==> config.mk <==
export PLATFORM = sky130hd
export DESIGN_NAME = dram_rb_ctrl
export DESIGN_NICKNAME = d
export VERILOG_FILES = /design/src/rtl/dram_rb_pkg.sv /design/src/rtl/dram_rb_seq.sv /design/src/rtl/dram_rb_array.sv /design/src/rtl/dram_rb_ctrl.sv
export SDC_FILE = /design/constraint.sdc
export NUM_CORES = 1
export LEC_CHECK = 0
export BUFFER_PORTS_ARGS = -buffer_cell sky130_fd_sc_hd__buf_4
export CORE_MARGIN = 3
export CORE_UTILIZATION = 60
export CTS_CLUSTER_DIAMETER = 50
export DETAILED_ROUTE_END_ITERATION = 12
export HOLD_SLACK_MARGIN = 0.02
export PLACE_DENSITY = 0.83
export SYNTH_ARGS = -nofsm -noshare
export SYNTH_HDL_FRONTEND = slang
export SYNTH_HIERARCHICAL = 1
export SYNTH_SLANG_ARGS = --single-unit
==> constraint.sdc <==
create_clock -name clk_i -period 4 [get_ports clk_i]
set_clock_uncertainty 0.15 [all_clocks]
set_input_delay 0 -clock clk_i [delete_from_list [all_inputs] [get_ports clk_i]]
set_output_delay 0 -clock clk_i [all_outputs]
set_load 0.03 [all_outputs]
==> src/rtl/dram_rb_pkg.sv <==
package dram_rb_pkg;
  typedef enum logic [1:0] {
    ST_IDLE = 2'd0,
    ST_WB   = 2'd1,
    ST_ROW  = 2'd2,
    ST_COL  = 2'd3
  } seq_state_e;
endpackage

==> src/rtl/dram_rb_seq.sv <==
module dram_rb_seq
  import dram_rb_pkg::*;
#(
  parameter int ROW_W     = 2,
  parameter int COL_W     = 2,
  parameter int BUS_W     = 2,
  parameter int PHASE_CYC = 1
) (
  input  logic             clk_i,
  input  logic             rst_ni,
  input  logic             req_valid_i,
  input  logic [ROW_W-1:0] req_row_i,
  input  logic [COL_W-1:0] req_col_i,
  output logic             ready_o,
  output logic             ras_o,
  output logic             cas_o,
  output logic             wb_o,
  output logic [BUS_W-1:0] bus_o,
  output logic             done_o
);
  localparam int CNT_W = (PHASE_CYC > 1) ? $clog2(PHASE_CYC) : 1;

  seq_state_e       state_q;
  logic [CNT_W-1:0] cnt_q;
  logic             open_vld_q;
  logic [ROW_W-1:0] open_row_q, cur_row_q;
  logic [COL_W-1:0] cur_col_q;
  logic             phase_last;

  assign phase_last = (cnt_q == CNT_W'(PHASE_CYC - 1));

  always_ff @(posedge clk_i or negedge rst_ni) begin
    if (!rst_ni) begin
      state_q    <= ST_IDLE;
      cnt_q      <= '0;
      open_vld_q <= 1'b0;
      open_row_q <= '0;
      cur_row_q  <= '0;
      cur_col_q  <= '0;
      done_o     <= 1'b0;
    end else begin
      done_o <= 1'b0;
      unique case (state_q)
        ST_IDLE: if (req_valid_i) begin
          cur_row_q <= req_row_i;
          cur_col_q <= req_col_i;
          cnt_q     <= '0;
          if (open_vld_q && open_row_q == req_row_i) state_q <= ST_COL;
          else if (open_vld_q)                        state_q <= ST_WB;
          else                                        state_q <= ST_ROW;
        end
        ST_WB: if (phase_last) begin
          cnt_q      <= '0;
          open_vld_q <= 1'b0;
          state_q    <= ST_ROW;
        end else cnt_q <= cnt_q + 1'b1;
        ST_ROW: if (phase_last) begin
          cnt_q      <= '0;
          open_vld_q <= 1'b1;
          open_row_q <= cur_row_q;
          state_q    <= ST_COL;
        end else cnt_q <= cnt_q + 1'b1;
        ST_COL: if (phase_last) begin
          cnt_q   <= '0;
          done_o  <= 1'b1;
          state_q <= ST_IDLE;
        end else cnt_q <= cnt_q + 1'b1;
        default: state_q <= ST_IDLE;
      endcase
    end
  end

  assign ready_o = (state_q == ST_IDLE);
  assign wb_o    = (state_q == ST_WB);
  assign ras_o   = (state_q == ST_ROW);
  assign cas_o   = (state_q == ST_COL);

  always_comb begin
    unique case (state_q)
      ST_WB:   bus_o = BUS_W'(open_row_q);
      ST_ROW:  bus_o = BUS_W'(cur_row_q);
      ST_COL:  bus_o = BUS_W'(cur_col_q);
      default: bus_o = '0;
    endcase
  end
endmodule

==> src/rtl/dram_rb_array.sv <==
module dram_rb_array #(
  parameter int ROWS   = 4,
  parameter int COLS   = 4,
  parameter int DATA_W = 8,
  parameter int BUS_W  = 2
) (
  input  logic              clk_i,
  input  logic              ras_i,
  input  logic              cas_i,
  input  logic              wb_i,
  input  logic [BUS_W-1:0]  addr_i,
  input  logic              we_i,
  input  logic [DATA_W-1:0] wdata_i,
  output logic [DATA_W-1:0] rdata_o
);
  localparam int ROW_W = $clog2(ROWS);
  localparam int COL_W = $clog2(COLS);

  logic [COLS-1:0][DATA_W-1:0] cells [ROWS];
  logic [COLS-1:0][DATA_W-1:0] row_buf;
  logic [ROW_W-1:0]            row_idx;
  logic [COL_W-1:0]            col_idx;

  assign row_idx = addr_i[ROW_W-1:0];
  assign col_idx = addr_i[COL_W-1:0];

  // Array contents are deliberately not reset.
  for (genvar r = 0; r < ROWS; r++) begin : g_row
    always_ff @(posedge clk_i) begin
      if (wb_i && row_idx == ROW_W'(r)) cells[r] <= row_buf;
    end
  end

  always_ff @(posedge clk_i) begin
    if (ras_i) row_buf <= cells[row_idx];
    else if (cas_i && we_i) row_buf[col_idx] <= wdata_i;
  end

  always_ff @(posedge clk_i) begin
    if (cas_i && !we_i) rdata_o <= row_buf[col_idx];
  end
endmodule

==> src/rtl/dram_rb_ctrl.sv <==
module dram_rb_ctrl #(
  parameter int ROWS      = 4,
  parameter int COLS      = 4,
  parameter int DATA_W    = 8,
  parameter int PHASE_CYC = 1,
  localparam int ROW_W    = $clog2(ROWS),
  localparam int COL_W    = $clog2(COLS),
  localparam int ADDR_W   = ROW_W + COL_W,
  localparam int BUS_W    = (ROW_W > COL_W) ? ROW_W : COL_W
) (
  input  logic              clk_i,
  input  logic              rst_ni,
  input  logic              req_valid_i,
  output logic              req_ready_o,
  input  logic              req_we_i,
  input  logic [ADDR_W-1:0] req_addr_i,
  input  logic [DATA_W-1:0] req_wdata_i,
  output logic              rsp_valid_o,
  output logic [DATA_W-1:0] rsp_rdata_o,
  output logic              dram_ras_o,
  output logic              dram_cas_o,
  output logic              dram_wb_o,
  output logic [BUS_W-1:0]  dram_addr_o
);
  logic              accept, done;
  logic              we_q;
  logic [DATA_W-1:0] wdata_q;

  assign accept = req_valid_i && req_ready_o;

  always_ff @(posedge clk_i or negedge rst_ni) begin
    if (!rst_ni) begin
      we_q    <= 1'b0;
      wdata_q <= '0;
    end else if (accept) begin
      we_q    <= req_we_i;
      wdata_q <= req_wdata_i;
    end
  end

  dram_rb_seq #(
    .ROW_W(ROW_W), .COL_W(COL_W), .BUS_W(BUS_W), .PHASE_CYC(PHASE_CYC)
  ) u_seq (
    .clk_i       (clk_i),
    .rst_ni      (rst_ni),
    .req_valid_i (req_valid_i),
    .req_row_i   (req_addr_i[ADDR_W-1:COL_W]),
    .req_col_i   (req_addr_i[COL_W-1:0]),
    .ready_o     (req_ready_o),
    .ras_o       (dram_ras_o),
    .cas_o       (dram_cas_o),
    .wb_o        (dram_wb_o),
    .bus_o       (dram_addr_o),
    .done_o      (done)
  );

  dram_rb_array #(
    .ROWS(ROWS), .COLS(COLS), .DATA_W(DATA_W), .BUS_W(BUS_W)
  ) u_array (
    .clk_i   (clk_i),
    .ras_i   (dram_ras_o),
    .cas_i   (dram_cas_o),
    .wb_i    (dram_wb_o),
    .addr_i  (dram_addr_o),
    .we_i    (we_q),
    .wdata_i (wdata_q),
    .rdata_o (rsp_rdata_o)
  );

  assign rsp_valid_o = done && !we_q;
endmodule

Word level (Yosys, flattened, before mapping)
Memory sizes are Yosys's and may differ from the RTL's.
Index checks and enable logic that the tools add are counted.
{"block": "op_classes", "n_addsub": 1, "mul": 0, "div": 0, "n_lt_le_gt_ge": 2, "n_eq_ne": 11, "n_shift": 0, "n_mux": 40, "bitwise_logic": 1, "n_reduce_logical": 23}
{"cell": "$mux W32", "count": 5}
{"cell": "$reduce_or A32 Y1", "count": 3}
{"cell": "$bwmux W32", "count": 1}
{"cell": "$mux W2", "count": 9}
{"cell": "$mux W1", "count": 17}
{"cell": "$bmux W8 S2", "count": 1}
{"cell": "$demux W8 S2", "count": 1}
{"cell": "$mux W8", "count": 2}
{"cell": "$logic_and A1 B1 Y1", "count": 10}
{"cell": "$eq A2 B2 Y1 const B", "count": 4}
{"cell": "$ne A2 B2 Y1 const B", "count": 4}
{"cell": "$pmux W2 S4", "count": 1}
{"cell": "$pmux W2 S3", "count": 1}
{"cell": "$eq A2 B1 Y1 const B", "count": 2}
{"cell": "$logic_not A2 Y1", "count": 2}
{"cell": "$pmux W1 S2", "count": 2}
{"cell": "$reduce_and A2 Y1", "count": 2}
{"cell": "$reduce_and A4 Y1", "count": 1}
{"cell": "$reduce_bool A2 Y1", "count": 2}
{"cell": "$lt A2 B3 Y1 const B", "count": 1}
{"cell": "$reduce_and A3 Y1", "count": 1}
{"cell": "$reduce_or A3 Y1", "count": 1}
{"cell": "$eq A2 B2 Y1", "count": 1}
{"cell": "$ge A2 B1 Y1 const B", "count": 1}
{"cell": "3 further kinds", "count": 3}
{"block": "totals", "ff_bits": 60, "latch_bits": 0, "ramBits": 128, "rom_bits": 0, "input_bits": 16, "output_inout_bits": 15, "wordCells": 93, "n_memories": 1}
{"name": "u_array.cells", "words": 4, "width": 32, "rd": 1, "rd_clocked_by_memory_dff": 0, "write_ports": 1, "line_no": "dram_rb_array.sv:19", "text": "logic [COLS-1:0][DATA_W-1:0] cells [ROWS];"}

Depth between registers and ports, before layout
Gate-level depths: netlist of the first run.
{"block": "logic_depth", "depth_word": 10, "ltp_mapped": 9}

Hierarchy
The synthesis of the first run kept the hierarchy.
{"mod": "dram_rb_array", "n_inst": 1, "cells_per_inst": 358, "area_each_um2": 6647.6, "seq_area_each_um2": 5044.8}
{"mod": "dram_rb_seq", "n_inst": 1, "cells_per_inst": 40, "area_each_um2": 496.7, "seq_area_each_um2": 250.2}
{"mod": "dram_rb_ctrl", "n_inst": 1, "cells_per_inst": 20, "area_each_um2": 344.1, "seq_area_each_um2": 225.2}

Worst setup path after synthesis of the first run
Ideal clock, no wire load.
{"block": "synth_timing", "path_kind": "register -> register", "from": "register u_seq.state_q[0]", "to": "memory u_array/cells[3][0] in the netlist's numbering (enable)", "t_arrival_ns": 3.465, "slack_ns": -0.036, "stages_incl_launch_ff": 9, "path_buffers": 2, "cell_sequence": "dfrtp_1 inv_1 ha_1 a222oi_1 nor2_1 buf_6 buf_6 nand2_1 nor2_1"}
{"block": "synth_via", "elab_chain_cells": 10}
{"element": "start: declaration", "line_no": "dram_rb_seq.sv:23", "text": "seq_state_e state_q;"}
{"element": "start signal: assignment", "line_no": "dram_rb_seq.sv:34", "text": "state_q <= ST_IDLE;"}
{"element": "start signal: assignment", "line_no": "dram_rb_seq.sv:48", "text": "if (open_vld_q && open_row_q == req_row_i) state_q <= ST_COL;"}
{"element": "start signal: assignment", "line_no": "dram_rb_seq.sv:49", "text": "else if (open_vld_q) state_q <= ST_WB;"}
{"element": "$eq A2 B2 Y1 (*)"}
{"element": "net dram_ras_o", "line_no": "dram_rb_ctrl.sv:20", "text": "output logic dram_ras_o,"}
{"element": "$pmux W2 S3 (*)", "line_no": "dram_rb_seq.sv:79", "text": "unique case (state_q)"}
{"element": "net dram_addr_o[1]", "line_no": "dram_rb_ctrl.sv:23", "text": "output logic [BUS_W-1:0] dram_addr_o"}
{"element": "$eq A2 B1 Y1", "line_no": "dram_rb_array.sv:30", "text": "if (wb_i && row_idx == ROW_W'(r)) cells[r] <= row_buf;"}
{"element": "$logic_and A1 B1 Y1", "line_no": "dram_rb_array.sv:30"}
{"element": "$mux W1", "line_no": "dram_rb_array.sv:30"}
{"element": "$mux W1 (not written as such)", "line_no": "dram_rb_array.sv:30"}
{"element": "$reduce_or A32 Y1 (no source line)"}
{"element": "$mux W2 (no source line) / $mux W1 (equally long branches) (3 in a row)"}
{"element": "end: declaration", "line_no": "dram_rb_array.sv:19"}
Mark *: on every way through the listed nets, which the timed path passes. The rest lies on a longest branch.

Final worst setup path of the first run
{"block": "layout_timing", "from": "register u_seq.state_q[0]", "to": "memory u_array/cells[3][31] in the netlist's numbering (enable)"}
{"block": "layout_via", "elab_chain_cells": 10}
{"element": "$eq A2 B2 Y1 / $eq A2 B1 Y1 (equally long branches)", "line_no": "dram_rb_seq.sv:79, dram_rb_seq.sv:74"}
{"element": "$pmux W2 S3", "line_no": "dram_rb_seq.sv:79"}
{"element": "$eq A2 B1 Y1", "line_no": "dram_rb_array.sv:30"}
{"element": "$logic_and A1 B1 Y1", "line_no": "dram_rb_array.sv:30"}
{"element": "$mux W1", "line_no": "dram_rb_array.sv:30"}
{"element": "$mux W1 (not written as such)", "line_no": "dram_rb_array.sv:30"}
{"element": "$reduce_or A32 Y1 (no source line)"}
{"element": "$mux W2 (no source line) / $mux W1 (equally long branches) (3 in a row)"}
Several ways; a longest one is shown, not always the timed one.

==> metrics.txt, run 1 <==
result of the run finished, final reports clean; Iter 0 DRT Violations 456; largest fanout on the critical path 28; kind of end point of the critical path flip-flop; Worst Reg2Reg Path Length in Cells 8; Worst Hold End u_seq/state_q[0]$_DFFE_PN0P_; cell area power density 898 nW/µm²; worst path arrival time 3.27 ns; Sum Neg Setup Slack 0 ns; slew of the pin with the lowest slew margin 0.917 ns; slack of the worst reg-to-reg path 0.69 ns; dominant register cell in the synthesized netlist sky130_fd_sc_hd__edfxtp_1; global route overflow 0; maximum number of pins on one net before global-route repair 44; largest area contributor in the netlist sky130_fd_sc_hd__edfxtp_1; number of antenna violations at the first check in global routing 0; routed length per placed instance 23.7 µm; number of buffers created by CTS 17; worst slack on hold paths 0.350 ns; Leakage 3.18 nW; total number of placement rows 40; post-synth design cell area 7490 µm²; fraction of the cycle the final worst path needs 82.7%; number of max-slew violations in the final report 0; vias per cell 6.20; gp weighted congestion 0.798; leading cell types by total area after synthesis sky130_fd_sc_hd__edfxtp_1, sky130_fd_sc_hd__mux2i_1, sky130_fd_sc_hd__dfrtp_1; endpoints failing hold 0; CTS tree built; instance count after placement with tap cells included 614; count of nets left with antenna violations after detail routing 0; kind of critical path reg2reg; vertical extent of the die 118 µm; Synth Instances 418; number of cells on the worst hold path 5; f_max 0.302 GHz; final setup slack of the worst path 0.693 ns; Skew-Pair Late Insertion Delay 0.41 ns; final setup vio count 0; Crit path required time 3.97 ns; top cell type's share of synthesized area 67.4%; sequential-to-total area share from yosys stat 73.7%; top-level I/O count 31; number of clock sinks seen by CTS 187; first-pass GRT wire length 24.6 mm; HP Class in2reg; number of warnings issued by yosys 6; Synth async-reset ratio 10.2%; H-Tree Depth 4; gr usage total 23.7%; register bit count reported by yosys 187; most common cell after layout, fill and taps aside sky130_fd_sc_hd__edfxtp_1; Die Footprint 13900 µm²; non-filler instance count after layout 675; unrepaired setup endpoints after global routing no; ANT cells 0; Filler Cells Inserted 741; post-layout net count 515; Place WS 0.755 ns; area added between synthesis and finish 17.6%; Period minus WS final 3.31 ns; register clock-pin slew on the reported worst setup and hold paths 0.06 ns; VDD IR-drop max 666 µV; maxcap violations 0; detailed-routing iteration count for the pre-antenna-repair pass 5; endpoint of the lowest-slack register-to-register path u_array/cells[3][31]$_DFFE_PP_; HP Start req_valid_i; leading cell types in the layout, fill and taps excluded sky130_fd_sc_hd__edfxtp_1, sky130_fd_sc_hd__mux2i_1, sky130_fd_sc_hd__buf_4; final core utilization 72.7%; quantity of I/O buffers inserted on ports 30; DRC errors left 0; kind of launch point of the worst setup path flip-flop; post-synthesis average cell area 17.9 µm²; die span in x 118 µm; Routed WL 16.0 mm; EDFF count, synth 168; count of unique library cells instantiated by Yosys 42; effective utilization at floorplan 61.8%; reg2reg start u_seq/state_q[0]$_DFFE_PN0P_; core area 12100 µm²; half-perimeter wire length of the detailed placement result 9.83 mm; vias in the first global route 4430; post-synth net total 439; CTS max path bufs 2; Worst slew margin 38.7%; total vias in the final route 4185; share of layout cells above drive strength 1 23.5%; number of post-CTS setup repair buffers 0; Root Buffer Master sky130_fd_sc_hd__clkbuf_16
==> metrics by stage <==
step	power, mW	instance area (µm²)
6_report	7.91	8810
5_1_grt	8.25	8810
4_1_cts	7.89	8810
3_5_place_dp	6.19	7950
3_3_place_gp	6.07	7950
2_1_floorplan	5.34	7490
==> flip-flops by register name, indices dropped and copies added, names as in the netlist <==
| signal | count |
|---|---|
| u_seq/open_vld_q | 1 |
| u_seq/open_row_q | 2 |
| u_array/cells | 128 |
| u_seq/cur_col_q | 2 |
| u_array/rdata_o | 8 |
| u_seq/done_o | 1 |
| u_seq/cur_row_q | 2 |
| wdata_q | 8 |
| u_seq/state_q | 2 |
| u_array/row_buf | 32 |
| we_q | 1 |
==> worst max path at each step <==
stage                                 start                              to  slack [ns]
6_report       u_seq/state_q[0]$_DFFE_PN0P_  u_array/cells[3][31]$_DFFE_PP_        0.69
5_1_grt        u_seq/state_q[0]$_DFFE_PN0P_  u_array/cells[3][31]$_DFFE_PP_        0.53
4_1_cts        u_seq/state_q[0]$_DFFE_PN0P_   u_array/cells[1][0]$_DFFE_PP_        0.73
3_5_place_dp   u_seq/state_q[0]$_DFFE_PN0P_   u_array/cells[1][8]$_DFFE_PP_        0.75
3_3_place_gp   u_seq/state_q[0]$_DFFE_PN0P_   u_array/cells[3][3]$_DFFE_PP_        0.88
2_1_floorplan  u_seq/state_q[0]$_DFFE_PN0P_   u_array/cells[2][0]$_DFFE_PP_       0.008
==> synth_stat cells (all sizes together) (2+ instances only) <==
master,count
nand2,28
nand2b,3
a211o,2
edfxtp,168
ha,5
nor2,11
xnor2,2
a41o,3
a21o,15
dfrtp,19
o221ai,6
mux2,24
mux2i,49
a222oi,2
nor2b,5
buf,19
mux4,10
inv,6
a21oi,4
o21ai,8
o22ai,18
==> worst max-delay path, cell delays in order, from the launching register on <==
cell and delay [ns]:
sky130_fd_sc_hd__dfrtp_1 0.41, sky130_fd_sc_hd__inv_1 0.13, sky130_fd_sc_hd__ha_1 0.38, sky130_fd_sc_hd__a222oi_1 0.23, sky130_fd_sc_hd__nor2_4 0.22, sky130_fd_sc_hd__buf_4 0.41, sky130_fd_sc_hd__nand2_1 0.20, sky130_fd_sc_hd__nor2_4 0.57
sky130_fd_sc_hd__buf_4 0.30
==> per-layer routing <==
metal / global-route usage [%] / up-vias / wire length (µm)
li1: - / 1804 / -
met1: 31.0 / 2097 / 5860
met2: 39.6 / 249 / 8280
met3: 4.90 / 35 / 1470
met4: 9.08 / 0 / 384
met5: 0 / - / 0
==> kinds of logic after synthesis <==
family | synth area share (%)
buffers and inverters | 2.32
AND/OR/NAND/NOR | 3.44
adder cells (fa/ha/maj) | 0.835
flip-flops | 73.7
XOR/XNOR | 0.234
AO/OA/AOI/OAI | 6.23
multiplexers | 13.2
==> power by group <==
group	total (mW)	leakage (nW)	internal [mW]	switching, mW
Clock	1.58	0.271	0.909	0.671
Combinational	2.86	1.13	1.22	1.63
Sequential	3.48	1.78	3.05	0.429
==> final cells by class <==
| class | instances | area [µm²] | share of cell area (%) |
|---|---|---|---|
| Sequential cell | 187 | 5520 | 62.7 |
| Multi-Input combinational cell | 206 | 1820 | 20.7 |
| Timing Repair Buffer | 76 | 668 | 7.58 |
| Clock buffer | 22 | 474 | 5.38 |
| Tap cell | 168 | 210 | 2.39 |
| Clock inverter | 10 | 92.6 | 1.05 |
| Inverter | 6 | 22.5 | 0.256 |
==> repair_timing <==
action,4_1_cts,5_1_grt
endpoints found under the hold margin,34,0
hold buffers,29,0
setup endpoints to repair,0,0
gates resized for setup,0,0
Power figures use the tool's default switching activity.
==> inputs of run 2 (changes only) <==
--- a/config.mk
+++ b/config.mk
@@ -7,11 +7,11 @@
 export LEC_CHECK = 0
 export BUFFER_PORTS_ARGS = -buffer_cell sky130_fd_sc_hd__buf_4
 export CORE_MARGIN = 3
-export CORE_UTILIZATION = 60
+export CORE_UTILIZATION = 55
 export CTS_CLUSTER_DIAMETER = 50
 export DETAILED_ROUTE_END_ITERATION = 12
 export HOLD_SLACK_MARGIN = 0.02
-export PLACE_DENSITY = 0.83
+export PLACE_DENSITY = 0.8
 export SYNTH_ARGS = -nofsm -noshare
 export SYNTH_HDL_FRONTEND = slang
 export SYNTH_HIERARCHICAL = 1
==> constraint.sdc (replaced) <==
create_clock -name clk_i -period 2.68 [get_ports clk_i]
set_clock_uncertainty 0.15 [all_clocks]
set_input_delay 0 -clock clk_i [delete_from_list [all_inputs] [get_ports clk_i]]
set_output_delay 0 -clock clk_i [all_outputs]
set_load 0.03 [all_outputs]
==> run 2 against run 1 <==
Against the previous run:
- via count grew 3.0%
- utilization shrank 3.4 points
- worst hold slack lost 0.033 ns
- register-to-register slack lost 0.62 ns
- sequential share of layout area shrank 2.8 points
- clock-buffer cell count grew 4
- worst setup slack lost 0.62 ns
- global-route usage shrank 0.66 points
- maximum frequency grew 27%
- cell area grew 4.7%
==> metrics.txt, run 2 (synthesis results as in run 1) <==
result of the run finished, final reports clean (unchanged); die span in x 123 µm (was 118 µm); HP Class in2reg (unchanged); vias per cell 6.07 (was 6.20); slack of the worst reg-to-reg path 0.07 ns (was 0.69 ns); number of antenna violations at the first check in global routing 0 (unchanged); switching power 4.29 mW (was 2.73 mW); net switching fraction of the power 34.4% (was 34.5%); number of buffers created by CTS 17 (unchanged); Iter 0 DRT Violations 511 (was 456); most common cell after layout, fill and taps aside sky130_fd_sc_hd__edfxtp_1 (unchanged); endpoints failing hold 0 (unchanged); ANT cells 0 (unchanged); total number of placement rows 42 (was 40); Root Buffer Master sky130_fd_sc_hd__clkbuf_16 (unchanged); reg2reg start u_seq/state_q[0]$_DFFE_PN0P_ (unchanged); worst slack on hold paths 0.317 ns (was 0.350 ns); unrepaired setup endpoints after global routing no (unchanged); post-layout net count 542 (was 515); Skew-Pair Late Insertion Delay 0.43 ns (was 0.41 ns); total vias in the final route 4310 (was 4185); core area 13300 µm² (was 12100 µm²); number of clock sinks seen by CTS 187 (unchanged); detailed-routing iteration count for the pre-antenna-repair pass 5 (unchanged); DRC errors left 0 (unchanged); part of the power in the clock network 18.9% (was 20.0%); largest fanout on the critical path 15 (was 28); HP Start req_valid_i (unchanged); vias in the first global route 4299 (was 4430); VDD IR-drop max 781 µV (was 666 µV); quantity of I/O buffers inserted on ports 30 (unchanged); Crit path required time 2.71 ns (was 3.97 ns); Worst slew margin 27.5% (was 38.7%); footprint of the multi-input gates 1860 µm² (was 1820 µm²); number of max-slew violations in the final report 0 (unchanged); top-level I/O count 31 (unchanged); Worst Reg2Reg Path Length in Cells 9 (was 8); CTS max path bufs 2 (unchanged); kind of launch point of the worst setup path flip-flop (unchanged); H-Tree Depth 4 (unchanged); routed length per placed instance 23.6 µm (was 23.7 µm); vertical extent of the die 123 µm (was 118 µm); maximum number of pins on one net before global-route repair 31 (was 44); CP cell instances inv_2 -> ha_4 -> a222oi_1 -> nor2_4 -> buf_12 -> buf_12 -> mux2i_1 -> o22ai_1 -> a41o_1 (was inv_1 -> ha_1 -> a222oi_1 -> nor2_4 -> buf_4 -> nand2_1 -> nor2_4 -> buf_4); crit-path most repeated cell sky130_fd_sc_hd__buf_12; Comb pwr share 39.5% (was 36.1%); cell area power density 1350 nW/µm² (was 898 nW/µm²); count of nets left with antenna violations after detail routing 0 (unchanged); effective utilization at floorplan 56.3% (was 61.8%); slew of the pin with the lowest slew margin 1.08 ns (was 0.917 ns); Largest Register u_array/cells (unchanged); endpoint of the lowest-slack register-to-register path u_array/row_buf[15]$_DFFE_PP_ (was u_array/cells[3][31]$_DFFE_PP_); share of total power in sequential cells 41.6% (was 43.9%); Critical Path Slowest Stage Cell sky130_fd_sc_hd__a222oi_1 (was sky130_fd_sc_hd__nor2_4); Filler Cells Inserted 808 (was 741); gr usage total 23.1% (was 23.7%); half-perimeter wire length of the detailed placement result 9.87 mm (was 9.83 mm); overall power 12.5 mW (was 7.91 mW); area added between synthesis and finish 23.2% (was 17.6%); leading cell types in the layout, fill and taps excluded sky130_fd_sc_hd__edfxtp_1, sky130_fd_sc_hd__buf_4, sky130_fd_sc_hd__mux2i_1 (was sky130_fd_sc_hd__edfxtp_1, sky130_fd_sc_hd__mux2i_1, sky130_fd_sc_hd__buf_4); final std cell area, no fill 9220 µm² (was 8810 µm²); Worst Hold End u_seq/state_q[1]$_DFFE_PN0P_ (was u_seq/state_q[0]$_DFFE_PN0P_); Internal 8.20 mW (was 5.18 mW); number of cells on the worst hold path 5 (unchanged); kind of critical path reg2reg (unchanged); Period minus WS final 2.61 ns (was 3.31 ns); max reg flops 128 (unchanged); f_max 0.384 GHz (was 0.302 GHz); share of layout cells above drive strength 1 28.3% (was 23.5%); maxcap violations 0 (unchanged); CTS tree built (unchanged); largest registers u_array/cells: 128 flops, u_array/row_buf: 32 flops (unchanged); delay of the slowest critical-path stage 0.53 ns (was 0.57 ns); kind of end point of the critical path flip-flop (unchanged); placement-stage cell area 8210 µm² (was 7950 µm²); gp weighted congestion 0.809 (was 0.798); worst path arrival time 2.64 ns (was 3.27 ns); Routed WL 16.8 mm (was 16.0 mm); Die Footprint 15100 µm² (was 13900 µm²); area of all sequential standard cells 5520 µm² (about the same); final setup vio count 0 (unchanged); global route overflow 0 (unchanged); register clock-pin slew on the reported worst setup and hold paths 0.06 ns (about the same); Leakage 3.34 nW (was 3.18 nW); fraction of the cycle the final worst path needs 97.3% (was 82.7%); first-pass GRT wire length 24.9 mm (was 24.6 mm)
-- run 2: cell types whose count changed in the layout (fill, tap and decap cells not counted), sizes merged --
cell,previous run,this run
clkinv,4,1
clkbuf,22,29
buf,47,71
clkinvlp,3,4
inv,8,6
-- run 2: per-stage QoR --
stage	util, %	instances	setup slack, ns	setup TNS (ns)
after global placement	61.8	637	0.143	0
after detailed placement	61.8	637	0.0179	0
final	69.4	710	0.0733	0
after global routing	69.4	710	0.00143	0
after floorplan	-	418	-0.168	-11.60
after CTS	68.1	698	0.00657	0
-- run 2: metal layers --
metal,track usage [%],vias to the layer above,share of wire (%)
met5,0,-,0
met4,8.33,0,2.0
met3,5.90,32,8.9
met2,36.8,230,49
met1,31.0,2187,40
li1,-,1861,-
-- run 2: timing repair --
item                                    4_1_cts  5_1_grt
resized for setup                             0        3
endpoints found under the setup margin        0       94
hold buffers                                 29        0
endpoints found under the hold margin        34        0
buffers inserted                              0        8
-- run 2: how the worst max path moves through the flow --
stage	from	cells after the start	slack, ns	end
floorplan	u_seq/state_q[0]$_DFFE_PN0P_	9	-0.17	u_array/cells[0][0]$_DFFE_PP_
global placement	u_seq/state_q[0]$_DFFE_PN0P_	9	0.14	u_array/row_buf[25]$_DFFE_PP_
detailed placement	u_seq/state_q[0]$_DFFE_PN0P_	9	0.02	u_array/row_buf[26]$_DFFE_PP_
CTS	u_seq/state_q[0]$_DFFE_PN0P_	9	0.007	u_array/row_buf[26]$_DFFE_PP_
global route	u_seq/state_q[0]$_DFFE_PN0P_	9	0.001	u_array/row_buf[26]$_DFFE_PP_
finish	u_seq/state_q[0]$_DFFE_PN0P_	9	0.07	u_array/row_buf[15]$_DFFE_PP_
-- run 2: cell type report --
class | instances | share of cell area (%)
flip-flops and latches | 187 | 59.9
multi-input cells | 206 | 20.2
repair buffers | 103 | 11.3
clock buffers | 26 | 5.30
well taps | 176 | 2.39
clock inverters | 6 | 0.705
inverters | 6 | 0.244
-- run 2: power by group through the flow --
stage	registers, mW	logic (mW)	clock network [mW]
floorplan	5.01	3.08	0
global placement	5.16	4.32	0
detailed placement	5.22	4.44	0
CTS	5.17	4.65	2.37
global route	5.27	5.21	2.51
finish	5.20	4.94	2.35
-- run 2: critical path, delay by kind of cell (launching register included) --
kind                     cells  cell delay (ns)
AND/OR/NAND/NOR              1             0.12
multiplexers                 1             0.18
adder cells (fa/ha/maj)      1             0.19
flip-flops                   1             0.43
buffers and inverters        3             0.43
AO/OA/AOI/OAI                3             0.85
